<file path="config.mk">
export PLATFORM = sky130hd
export DESIGN_NAME = cfw_monitor
export DESIGN_NICKNAME = d
export VERILOG_FILES = /design/src/rtl/cfw_monitor.sv
export SDC_FILE = /design/constraint.sdc
export NUM_CORES = 1
export LEC_CHECK = 0
export BUFFER_PORTS_ARGS = -buffer_cell sky130_fd_sc_hd__buf_2
export CORE_UTILIZATION = 43
export CTS_CLUSTER_DIAMETER = 120
export DETAILED_ROUTE_END_ITERATION = 16
export GPL_ROUTABILITY_DRIVEN = 0
export PLACE_DENSITY = 0.58
export SYNTH_ARGS = -nofsm -noshare
export SYNTH_HDL_FRONTEND = slang
export SYNTH_SLANG_ARGS = --single-unit
</file>
<file path="constraint.sdc">
create_clock -name clk -period 4.3 [get_ports clk]
set_input_delay 0.86 -clock clk [delete_from_list [all_inputs] [get_ports clk]]
set_output_delay 0.86 -clock clk [all_outputs]
set_load 0.05 [all_outputs]
</file>
<file path="src/rtl/cfw_monitor.sv">
module cfw_monitor #(
  parameter int NUM_STATES = 8,
  parameter int CNT_W      = 16,
  parameter int INIT_ID    = 0,
  localparam int ID_W      = (NUM_STATES > 1) ? $clog2(NUM_STATES) : 1
) (
  input  logic                  clk,
  input  logic                  rst_n,
  input  logic                  enable,
  input  logic                  cfg_we,
  input  logic [ID_W-1:0]       cfg_idx,
  input  logic [NUM_STATES-1:0] cfg_succ,
  input  logic [CNT_W-1:0]      cfg_min,
  input  logic [CNT_W-1:0]      cfg_max,
  input  logic                  cp_valid,
  input  logic [ID_W-1:0]       cp_id,
  input  logic                  clr_err,
  output logic [ID_W-1:0]       cur_state,
  output logic                  err_seq,
  output logic                  err_early,
  output logic                  err_starve
);

  localparam logic [ID_W-1:0] INIT = ID_W'(INIT_ID);

  logic [NUM_STATES-1:0] succ_tbl [NUM_STATES];
  logic [CNT_W-1:0]      min_tbl  [NUM_STATES];
  logic [CNT_W-1:0]      max_tbl  [NUM_STATES];
  logic [CNT_W-1:0]      dwell;
  logic                  started;

  wire frozen     = err_seq | err_early | err_starve;
  wire id_ok      = int'(cp_id) < NUM_STATES;
  wire legal      = id_ok && succ_tbl[cur_state][cp_id];
  wire too_early  = dwell < min_tbl[cur_state];
  wire starve_hit = dwell >= max_tbl[cur_state];

  always_ff @(posedge clk or negedge rst_n) begin
    if (!rst_n) begin
      for (int i = 0; i < NUM_STATES; i++) begin
        succ_tbl[i] <= '0;
        min_tbl[i]  <= '0;
        max_tbl[i]  <= '0;
      end
    end else if (cfg_we && !enable && int'(cfg_idx) < NUM_STATES) begin
      succ_tbl[cfg_idx] <= cfg_succ;
      min_tbl[cfg_idx]  <= cfg_min;
      max_tbl[cfg_idx]  <= cfg_max;
    end
  end

  always_ff @(posedge clk or negedge rst_n) begin
    if (!rst_n) begin
      cur_state  <= INIT;
      started    <= 1'b0;
      dwell      <= '0;
      err_seq    <= 1'b0;
      err_early  <= 1'b0;
      err_starve <= 1'b0;
    end else if (clr_err) begin
      cur_state  <= INIT;
      started    <= 1'b0;
      dwell      <= '0;
      err_seq    <= 1'b0;
      err_early  <= 1'b0;
      err_starve <= 1'b0;
    end else if (!enable) begin
      started <= 1'b0;
      dwell   <= '0;
    end else if (!frozen) begin
      if (!started) begin
        if (cp_valid) begin
          if (cp_id == INIT) begin
            started   <= 1'b1;
            cur_state <= INIT;
            dwell     <= CNT_W'(1);
          end else begin
            err_seq <= 1'b1;
          end
        end
      end else if (cp_valid) begin
        if (!legal)          err_seq   <= 1'b1;
        else if (too_early)  err_early <= 1'b1;
        else begin
          cur_state <= cp_id;
          dwell     <= CNT_W'(1);
        end
      end else if (starve_hit) begin
        err_starve <= 1'b1;
      end else begin
        dwell <= dwell + CNT_W'(1);
      end
    end
  end

  a_r4_single_flag: assert property (@(posedge clk) disable iff (!rst_n)
    $onehot0({err_seq, err_early, err_starve}));

  a_r5_no_move_without_cp: assert property (@(posedge clk) disable iff (!rst_n)
    (!cp_valid && !clr_err) |=> $stable(cur_state));

  a_r6_starve_on_silence: assert property (@(posedge clk) disable iff (!rst_n)
    $rose(err_starve) |-> $past(!cp_valid));

  a_r7_sticky: assert property (@(posedge clk) disable iff (!rst_n)
    (frozen && !clr_err) |=> ($stable({err_seq, err_early, err_starve}) && $stable(cur_state)));

  a_r8_clear: assert property (@(posedge clk) disable iff (!rst_n)
    clr_err |=> (!err_seq && !err_early && !err_starve && cur_state == INIT));

  a_r10_quiet_when_off: assert property (@(posedge clk) disable iff (!rst_n)
    (!enable && !clr_err) |=> $stable({err_seq, err_early, err_starve}));

endmodule

</file>
==> summary.txt <==
run status: finished, final reports clean
synthesized flop and latch total: 343
Worst-Skew Late Latency: 0.54 ns
Worst Path Max Fanout: 28
static leakage: 0.00780 uW
commonest non-fill, non-tap cell in the layout: dfrtp_1
root buf cell: clkbuf_16
HP Class: input port to async pin
H-tree depth: 2
Yosys Warn Count: 0
Vias per Instance: 5.57
CTS buffer count: 39
Final min period: 3.76 ns
Fmax: 266 MHz
fraction of registers with async set/reset: 100%
Power Total: 8890 uW
final period utilization: 87.5%
input/output buffers: 57
DRT iter0 DRCs: 403
Post-Synthesis Mean Instance Area: 15.1 sq um
row count: 70
setup bufs post-CTS: 0
routed wire length: 35,800 um
pre-CTS setup slack: 0.301 ns
slowest CP cell: dfrtp_4
setup_tns: 0 ns
R2R Path End: dwell[6]
Resize count post-CTS: 0
DRT antenna net count: 0
gr usage total: 19.7%
core area: 37,000 sq um
Netlist Area Pre-Place: 16,300 sq um
Worst-Margin Slew: 0.801 ns
antenna violations before repair: 2
post-DP HPWL: 21,100 um
Antenna Cells: 0
Mapped Cells: 1,078
clk_skew: 0.0160 ns
worst IR drop on VDD: 0.000267 V
fillers: 3,232
Reg-to-Reg Start: cur_state[0]
post-synthesis net count: 1,162
drt drc: 0
CTS clk-pin slew, worst paths: 0.06 ns
GRT Residual Overflow: 0
first-pass GRT wire length: 58,300 um
Slew Limit Headroom: 46.6%
r2r worst-path depth: 12
RSZ-0062 raised after global routing: false
most frequent cells in the layout: 340 x dfrtp_1, 324 x mux2_2, 71 x mux4_2
Worst path most repeated cell: nand4_1
critical-path cell list: buf_12 -> mux4_2 -> mux2i_1 -> ha_1 -> a2111oi_1 -> nand3_1 -> nand4_1 -> nand4_1 -> o21ai_1 -> a22oi_2 -> buf_4 -> o21ai_0
P&R area growth vs syn: 14.1%
Die Area: 38,600 sq um
Initial Util: 44.0%
Final Worst Setup Slack: 0.538 ns
I/O Pins: 58
Primary FF master, synth: dfrtp_1
max incr delay on CP: 0.69 ns
Post-synth EDFFs: 0
Final Hold Vio Count: 0
CTS tree: yes
Clock Sinks: 343
Crit Path Category: flop to flop
Req. time, crit path: 4.75 ns
Data arrival, critical path: 4.22 ns
layout cells sized above 1: 48.2%
reg-to-reg slack, setup: 0.54 ns
P per Cell Area: 479 nW/um^2
register area share after synthesis: 52.7%
final setup vio count: 0
critical path endpoint category: flop
vias: 9,301
pin count of the biggest net entering global routing: 100
MaxCap Viol Count: 0
die width: 197 um
Avg WL per Cell: 21.4 um
Clock Tree Buf Depth: 3
Yosys cell types: 49
Final Max Slew Viols: 0
die height: 197 um
vias in the first global route: 9,899
Post-CTS Hold Fix Bufs: 0
Pre-Repair DR Iteration Count: 4
fin nets: 1,226
CP Launch Type: flop
worst max-delay path: cells and delay by family, from the launching register on:
| kind | cells | cell delay (ns) |
|---|---|---|
| compound gates | 4 | 1.05 |
| fa+ha+maj | 1 | 0.27 |
| buf+inv | 2 | 0.51 |
| flops | 1 | 0.69 |
| mux | 2 | 0.71 |
| simple gates | 3 | 0.44 |
how the worst max path moves through the flow:
stage	start	to	slack (ns)	cells past startpoint
4_1_cts	cur_state[0]	dwell[6]	0.29	12
6_report	cur_state[0]	dwell[6]	0.54	12
5_1_grt	cur_state[0]	dwell[6]	0.15	12
2_1_floorplan	cur_state[0]	dwell[10]	0.27	16
3_3_place_gp	cur_state[0]	dwell[6]	0.48	12
3_5_place_dp	cur_state[0]	dwell[2]	0.30	12
sequential cells by signal, summed over array words and instances (netlist names), 3 cells and up:
| name | cells |
|---|---|
| succ_tbl | 64 |
| dwell | 16 |
| cur_state | 3 |
| min_tbl | 128 |
| max_tbl | 128 |
per-stage QoR:
step	std cells	instance area, sq um	hold WS [ns]	util (%)
2_1_floorplan	1078	16300	0.470	-
3_5_place_dp	1605	17300	0.486	46.7
3_3_place_gp	1605	17300	0.479	46.7
6_report	1671	18600	0.347	50.2
5_1_grt	1671	18600	0.411	50.2
4_1_cts	1671	18600	0.376	50.2
synthesized netlist by cell type, drive strengths merged, types with 2 or more instances:
master / count / area, sq um
dfrtp: 343 / 8580
mux2: 325 / 3660
mux4: 79 / 1810
mux2i: 35 / 350
clkbuf: 34 / 128
ha: 32 / 400
buf: 28 / 159
nand3: 24 / 125
inv: 23 / 86.3
nand2: 20 / 75.1
o21ai: 20 / 130
nor2: 16 / 60.1
a21oi: 14 / 70.1
o31a: 14 / 123
nor3: 8 / 45.0
nand2b: 7 / 43.8
nand4: 7 / 43.8
nor2b: 7 / 43.8
a22oi: 4 / 35.0
a31oi: 4 / 25.0
nand3b: 4 / 30.0
or3: 4 / 25.0
a2111oi: 3 / 32.5
and3: 3 / 18.8
and4: 3 / 26.3
nor3b: 3 / 22.5
a31o: 2 / 17.5
o2111ai: 2 / 17.5
o22ai: 2 / 12.5
layout make-up:
cell class | count | area [sq um] | share of cell area [%]
repair buffers | 85 | 618 | 3.33
clock buffers | 61 | 1210 | 6.53
inverters | 23 | 86.3 | 0.465
clock inverters | 5 | 75.1 | 0.404
multi-input cells | 650 | 7350 | 39.6
well taps | 504 | 631 | 3.40
flip-flops and latches | 343 | 8590 | 46.3
logic make-up (layout without fill, tap and decap cells):
kind of cell / Yosys count / after routing / synth area share [%]
mux: 439 / 439 / 35.8
flops: 343 / 343 / 52.7
simple gates: 108 / 108 / 3.53
buf+inv: 85 / 174 / 2.29
compound gates: 71 / 71 / 3.19
fa+ha+maj: 32 / 32 / 2.46
report_power, final:
part           total (uW)  leakage [uW]  internal [uW]  switching, uW
sequential           4250       0.00424           3930            321
combinational        1320       0.00293            842            473
clock                3320      0.000635           2040           1280
total                8890       0.00780           6810           2080
routing by layer:
| metal | routed length (um) | share of wire (%) | GRT usage (%) | vias to the layer above |
|---|---|---|---|---|
| met4 | 573 | 1.6 | 5.58 | 4 |
| met5 | 28 | 0.078 | 0 | - |
| met1 | 17200 | 48 | 28.3 | 4954 |
| met3 | 1140 | 3.2 | 3.30 | 41 |
| li1 | - | - | - | 4188 |
| met2 | 16800 | 47 | 30.7 | 114 |
Power figures use the tool's default switching activity.
